[config.mk]
export PLATFORM = sky130hd
export DESIGN_NAME = sps_sequencer
export DESIGN_NICKNAME = d
export VERILOG_FILES = /design/src/rtl/sps_pkg.sv /design/src/rtl/sps_period_timer.sv /design/src/rtl/sps_slot_plan.sv /design/src/rtl/sps_leg_map.sv /design/src/rtl/sps_sequencer.sv
export SDC_FILE = /design/constraint.sdc
export NUM_CORES = 1
export LEC_CHECK = 0
export ABC_AREA = 1
export CORE_MARGIN = 3
export CORE_UTILIZATION = 40
export CTS_CLUSTER_DIAMETER = 80
export DETAILED_ROUTE_END_ITERATION = 10
export PLACE_DENSITY = 0.6
export SLEW_MARGIN = 10
export SYNTH_ARGS = -nofsm -noshare
export SYNTH_HDL_FRONTEND = slang
export SYNTH_HIERARCHICAL = 1
export SYNTH_SLANG_ARGS = --single-unit
[constraint.sdc]
create_clock -name clk -period 27.7 [get_ports clk]
set_input_delay 2.77 -clock clk [delete_from_list [all_inputs] [get_ports clk]]
set_output_delay 2.77 -clock clk [all_outputs]
set_load 0.01 [all_outputs]
[src/rtl/sps_pkg.sv]
package sps_pkg;

   localparam int PH     = 3;
   localparam int TRIP_W = 2 * PH;

   typedef logic [1:0] lvl_t;

   // {outer, inner}: level 0 -> 00, level 1 -> 01, level 2 -> 11
   function automatic logic [1:0] lvl_to_gates(input lvl_t l);
      return {l[1], |l};
   endfunction

   // Exactly one phase moves, and by exactly one level
   function automatic logic one_step(input logic [TRIP_W-1:0] x,
                                     input logic [TRIP_W-1:0] y);
      int nd;
      logic bad;
      nd  = 0;
      bad = 1'b0;
      for (int p = 0; p < PH; p++) begin
         int d;
         d = int'(x[2*p +: 2]) - int'(y[2*p +: 2]);
         if (d != 0) nd++;
         if (d > 1 || d < -1) bad = 1'b1;
      end
      return (nd == 1) && !bad;
   endfunction

   function automatic logic has_bad_code(input logic [TRIP_W-1:0] x);
      logic b;
      b = 1'b0;
      for (int p = 0; p < PH; p++)
         if (x[2*p +: 2] == 2'b11) b = 1'b1;
      return b;
   endfunction

endpackage

[src/rtl/sps_period_timer.sv]
module sps_period_timer #(
   parameter int PERIOD = 2500,
   parameter int CW     = $clog2(PERIOD)
) (
   input  logic          clk,
   input  logic          rst_n,
   output logic [CW-1:0] cnt,
   output logic          wrap
);

   assign wrap = (cnt == CW'(PERIOD - 1));

   always_ff @(posedge clk) begin
      if (!rst_n)    cnt <= '0;
      else if (wrap) cnt <= '0;
      else           cnt <= cnt + 1'b1;
   end

   AST_CNT_RANGE: assert property (@(posedge clk) disable iff (!rst_n)
      int'(cnt) < PERIOD);

endmodule

[src/rtl/sps_slot_plan.sv]
module sps_slot_plan #(
   parameter int N_STATES = 4,
   parameter int TW       = 12,
   parameter int SW       = TW + $clog2(2 * N_STATES)
) (
   input  logic [N_STATES*sps_pkg::TRIP_W-1:0] tri_list,
   input  logic [N_STATES*2-1:0]               vec_tag,
   input  logic [3*TW-1:0]                     on_time,
   output logic [(2*N_STATES-2)*SW-1:0]        cum_flat,
   output logic                                plan_err,
   output logic                                has_empty
);
   import sps_pkg::*;

   localparam int NSLOT = 2 * N_STATES - 1;
   localparam int NB    = NSLOT - 1;
   localparam int MW    = $clog2(2 * N_STATES);

   logic [MW-1:0] mult [3];
   logic [TW-1:0] dur  [N_STATES];

   // slot count per vector: the outermost triplet plays once, all others twice
   always_comb begin
      for (int v = 0; v < 3; v++) begin
         mult[v] = '0;
         for (int i = 0; i < N_STATES; i++)
            if (int'(vec_tag[2*i +: 2]) == v)
               mult[v] = mult[v] + ((i == N_STATES - 1) ? MW'(1) : MW'(2));
      end
   end

   always_comb begin
      for (int i = 0; i < N_STATES; i++) begin
         int tg;
         tg = int'(vec_tag[2*i +: 2]);
         if (tg < 3 && mult[tg] != '0)
            dur[i] = on_time[TW*tg +: TW] / TW'(mult[tg]);
         else
            dur[i] = '0;
      end
   end

   // cumulative slot ends; the last slot needs none
   always_comb begin
      logic [SW-1:0] acc;
      acc      = '0;
      cum_flat = '0;
      for (int k = 0; k < NB; k++) begin
         int st;
         st  = (k < N_STATES) ? k : (2 * N_STATES - 2 - k);
         acc = acc + SW'(dur[st]);
         cum_flat[k*SW +: SW] = acc;
      end
   end

   always_comb begin
      plan_err  = 1'b0;
      has_empty = 1'b0;
      for (int i = 0; i < N_STATES; i++) begin
         if (has_bad_code(tri_list[TRIP_W*i +: TRIP_W])) plan_err = 1'b1;
         if (vec_tag[2*i +: 2] == 2'b11)                 plan_err = 1'b1;
         if (dur[i] == '0)                               has_empty = 1'b1;
      end
      for (int i = 0; i < N_STATES - 1; i++)
         if (!one_step(tri_list[TRIP_W*i +: TRIP_W], tri_list[TRIP_W*(i+1) +: TRIP_W]))
            plan_err = 1'b1;
   end

endmodule

[src/rtl/sps_leg_map.sv]
module sps_leg_map #(
   parameter int NPH = 3
) (
   input  logic [2*NPH-1:0] level,
   output logic [2*NPH-1:0] gate
);
   for (genvar p = 0; p < NPH; p++) begin : g_leg
      assign gate[2*p +: 2] = sps_pkg::lvl_to_gates(level[2*p +: 2]);
   end
endmodule

[src/rtl/sps_sequencer.sv]
module sps_sequencer #(
   parameter int N_STATES = 4,
   parameter int TW       = 12,
   parameter int PERIOD   = 2500
) (
   input  logic                     clk,
   input  logic                     rst_n,
   input  logic [N_STATES*6-1:0]    tri_list,
   input  logic [N_STATES*2-1:0]    vec_tag,
   input  logic [3*TW-1:0]          on_time,
   output logic [5:0]               gate,
   output logic                     seq_err
);
   import sps_pkg::*;

   localparam int NSLOT = 2 * N_STATES - 1;
   localparam int NB    = NSLOT - 1;
   localparam int CW    = $clog2(PERIOD);
   localparam int SW    = TW + $clog2(2 * N_STATES);
   localparam int CMPW  = (CW > SW) ? CW : SW;
   localparam int SELW  = $clog2(NSLOT);

   if (N_STATES < 2 || N_STATES > 8) begin : g_chk_n
      $error("N_STATES must lie in 2..8");
   end
   if (PERIOD < 2) begin : g_chk_p
      $error("PERIOD must be at least 2");
   end
   if (TW < 4) begin : g_chk_tw
      $error("TW must be at least 4");
   end

   logic [CW-1:0]                   cnt;
   logic                            wrap;
   logic [NB*SW-1:0]                cum_d, cum_q;
   logic                            err_d, err_q;
   logic                            empty_d, empty_q;
   logic [N_STATES*TRIP_W-1:0]      list_q;
   logic [SELW-1:0]                 sel;
   logic [TRIP_W-1:0]               level;

   sps_period_timer #(.PERIOD(PERIOD), .CW(CW)) u_timer (
      .clk(clk), .rst_n(rst_n), .cnt(cnt), .wrap(wrap));

   sps_slot_plan #(.N_STATES(N_STATES), .TW(TW), .SW(SW)) u_plan (
      .tri_list(tri_list), .vec_tag(vec_tag), .on_time(on_time),
      .cum_flat(cum_d), .plan_err(err_d), .has_empty(empty_d));

   // shadow registers: new chain only at the period boundary
   always_ff @(posedge clk) begin
      if (!rst_n) begin
         list_q  <= '0;
         cum_q   <= '0;
         err_q   <= 1'b0;
         empty_q <= 1'b1;
      end else if (wrap) begin
         list_q  <= tri_list;
         cum_q   <= cum_d;
         err_q   <= err_d;
         empty_q <= empty_d;
      end
   end

   // slot index = number of slot ends already passed
   always_comb begin
      sel = '0;
      for (int k = 0; k < NB; k++)
         if (CMPW'(cnt) >= CMPW'(cum_q[k*SW +: SW])) sel = sel + 1'b1;
   end

   always_comb begin
      int st;
      st    = (int'(sel) < N_STATES) ? int'(sel) : (2 * N_STATES - 2 - int'(sel));
      level = list_q[TRIP_W*st +: TRIP_W];
   end

   sps_leg_map #(.NPH(PH)) u_map (.level(level), .gate(gate));

   assign seq_err = err_q;

   AST_LOAD_AT_WRAP: assert property (@(posedge clk) disable iff (!rst_n)
      !$stable(list_q) |-> $past(wrap));

   AST_ERR_HOLD: assert property (@(posedge clk) disable iff (!rst_n)
      (cnt != '0) |-> $stable(seq_err));

   AST_ONE_STEP: assert property (@(posedge clk) disable iff (!rst_n)
      (cnt != '0 && !err_q && !empty_q && level != $past(level))
         |-> one_step($past(level), level));

   AST_CLOSE_ON_FIRST: assert property (@(posedge clk) disable iff (!rst_n)
      (wrap && !empty_q && int'(cum_q[(NB-1)*SW +: SW]) <= PERIOD - 1)
         |-> level == list_q[TRIP_W-1:0]);

endmodule

==> impl_metrics.env, run 1 <==
export IMPL_status="finished, final reports clean"
export IMPL_rrSetupSlack_ns=23.74
export IMPL_critPathArrivalTime_ns=25.42
export IMPL_cpMostUsedCell="nand2_1"
export IMPL_initial_utilization=0.405
export IMPL_grt_pass1_wl_microns=108000
export IMPL_fin_crit_ns=25.15
export IMPL_required_ns=27.97
export IMPL_syn_inst=3703
export IMPL_slew_headroom=0.339
export IMPL_clock_latency_ns=0.41
export IMPL_hold_depth=2
export IMPL_synthesis_area_sq_um=22900
export IMPL_use_met1=0.307
export IMPL_mostFrequentLayoutCell="nand2_1"
export IMPL_grt_max_degree=105
export IMPL_cts_buffers=17
export IMPL_grt_use_met3=0.0168
export IMPL_firstDrtPassIters=6
export IMPL_finClkSkew_ns=0.00807
export IMPL_clkTransAtPathRegs_ns=0.06
export IMPL_maxCapViolations=0
export IMPL_fmax_ghz=0.0398
export IMPL_fin_util=0.443
export IMPL_drt_total_wl_microns=65500
export IMPL_timing_rr_start="u_timer/cnt[2]"
export IMPL_worst_hold_startpoint="cum_q[62]"
export IMPL_tns_ns=0
export IMPL_finalWorstSetupSlack_ns=2.55
export IMPL_die_w_microns=245
export IMPL_viasPerCell=5.08
export IMPL_cp_max_fo=13
export IMPL_ioPinCount=77
export IMPL_syn_avg_cell_area_sq_um=6.18
export IMPL_start_kind="input pin"
export IMPL_antenna_found_initial=2
export IMPL_tightest_slew_ns=0.991
export IMPL_fill_cells=6105
export IMPL_cts_root_buf="clkbuf_16"
export IMPL_place_congestion=0.948
export IMPL_slowest_delay_ns=0.56
export IMPL_final_cell_mix="nand2_1, inv_1, nor2_1"
export IMPL_critPathKind="input pin to register"
export IMPL_nets=4138
export IMPL_use_met2=0.357
export IMPL_area_delta_synth_final_pct=9.33
export IMPL_rsz0062_at_grt="no"
export IMPL_finalCritPeriodShare=0.908
export IMPL_rr_worst_depth=11
export IMPL_place_ws_ns=1.20
export IMPL_final_antenna_net_count=0
export IMPL_drc=0
export IMPL_drt_iter0_markers=1409
export IMPL_min_path_type="register to register"
export IMPL_core_sq_um=56500
export IMPL_dieArea_sq_um=60100
export IMPL_hold_viol_final=0
export IMPL_cts_buffer_depth=2
export IMPL_hold_path_end="cum_q[62]"
export IMPL_wl_per_cell_microns=14.5
export IMPL_slew_violations=0
export IMPL_cp_end_kind="register"
export IMPL_r2r_end="cum_q[53]"
export IMPL_clock_sinks=127
export IMPL_hold_slack_ns=0.460
export IMPL_die_h_microns=245
export IMPL_synth_warnings=6
export IMPL_finalSetupViolCount=0
export IMPL_grt_busiest_layer="met2"
export IMPL_cts_max_level=4
export IMPL_drive_gt1_frac=0.107
export IMPL_io_buffers=76
export IMPL_crit_slowest_cell="clkdlybuf4s50_1"
export IMPL_grt_pass1_vias=21300
export IMPL_rows=87
export IMPL_vias=23000
export IMPL_cts_tree="done"
export IMPL_grt_ovfl_total=0
export IMPL_hpwlAfterDp_microns=53800
export IMPL_grt_usage=0.216
-- routing by layer --
metal | up-vias | share of wire
met2 | 455 | 0.45
met5 | - | 0
met3 | 69 | 0.038
li1 | 12200 | -
met4 | 0 | 0.018
met1 | 10200 | 0.50
-- worst max path at each step --
stage	from	end	slack [ns]	cells past startpoint
after floorplan	vec_tag[7]	cum_q[89]	5.04	149
after global placement	vec_tag[1]	cum_q[89]	1.56	148
after detailed placement	vec_tag[1]	cum_q[89]	1.20	148
after CTS	vec_tag[1]	cum_q[89]	1.60	148
after global routing	vec_tag[3]	cum_q[89]	0.03	147
final	vec_tag[3]	cum_q[89]	2.55	146
-- final cells by class --
cell class,count,area (sq um),share of cell area
Clock inverter,12,134,0.00535
Multi-Input combinational cell,2856,17600,0.702
Timing Repair Buffer,96,911,0.0364
Clock buffer,20,457,0.0182
Antenna cell,1,2.50,0.000100
Tap cell,756,946,0.0378
Sequential cell,127,2540,0.102
Inverter,653,2460,0.0983
-- registers in the layout (all words and copies together) (netlist names) --
signal / cells
cum_q: 90
list_q: 24
seq_err: 1
u_timer/cnt: 12
-- timing repair --
item | CTS | global route
setup buffers | 0 | 2
gates resized for setup | 0 | 20
endpoints found under the setup margin | 0 | 14
hold buffers | 0 | 0
-- critical path, delay by kind of cell --
kind / cells / cell delay (ns)
adders and majority gates: 16 / 5.00
and+or+nand+nor: 66 / 8.31
AOI/OAI and AO/OA: 35 / 6.05
xor gates and xnor gates: 3 / 0.53
buffers and inverters: 26 / 2.77
-- stage by stage --
stage / std cells / cell area [sq um]
2_1_floorplan: 3708 / 22900
3_3_place_gp: 4486 / 24400
3_5_place_dp: 4486 / 24400
4_1_cts: 4518 / 24900
5_1_grt: 4521 / 25000
6_report: 4521 / 25000
Power of run 1 is not shown: default switching activity piles up to over one toggle a cycle in this logic, so the estimate is an artifact.
==> run 2: changes to the inputs <==
Settings changed: CAP_MARGIN from default to 10.
==> results of run 2 <==
No change in the layout: final DEF, timing and power equal those of run 1.
Power of run 2 is left out for the same reason.
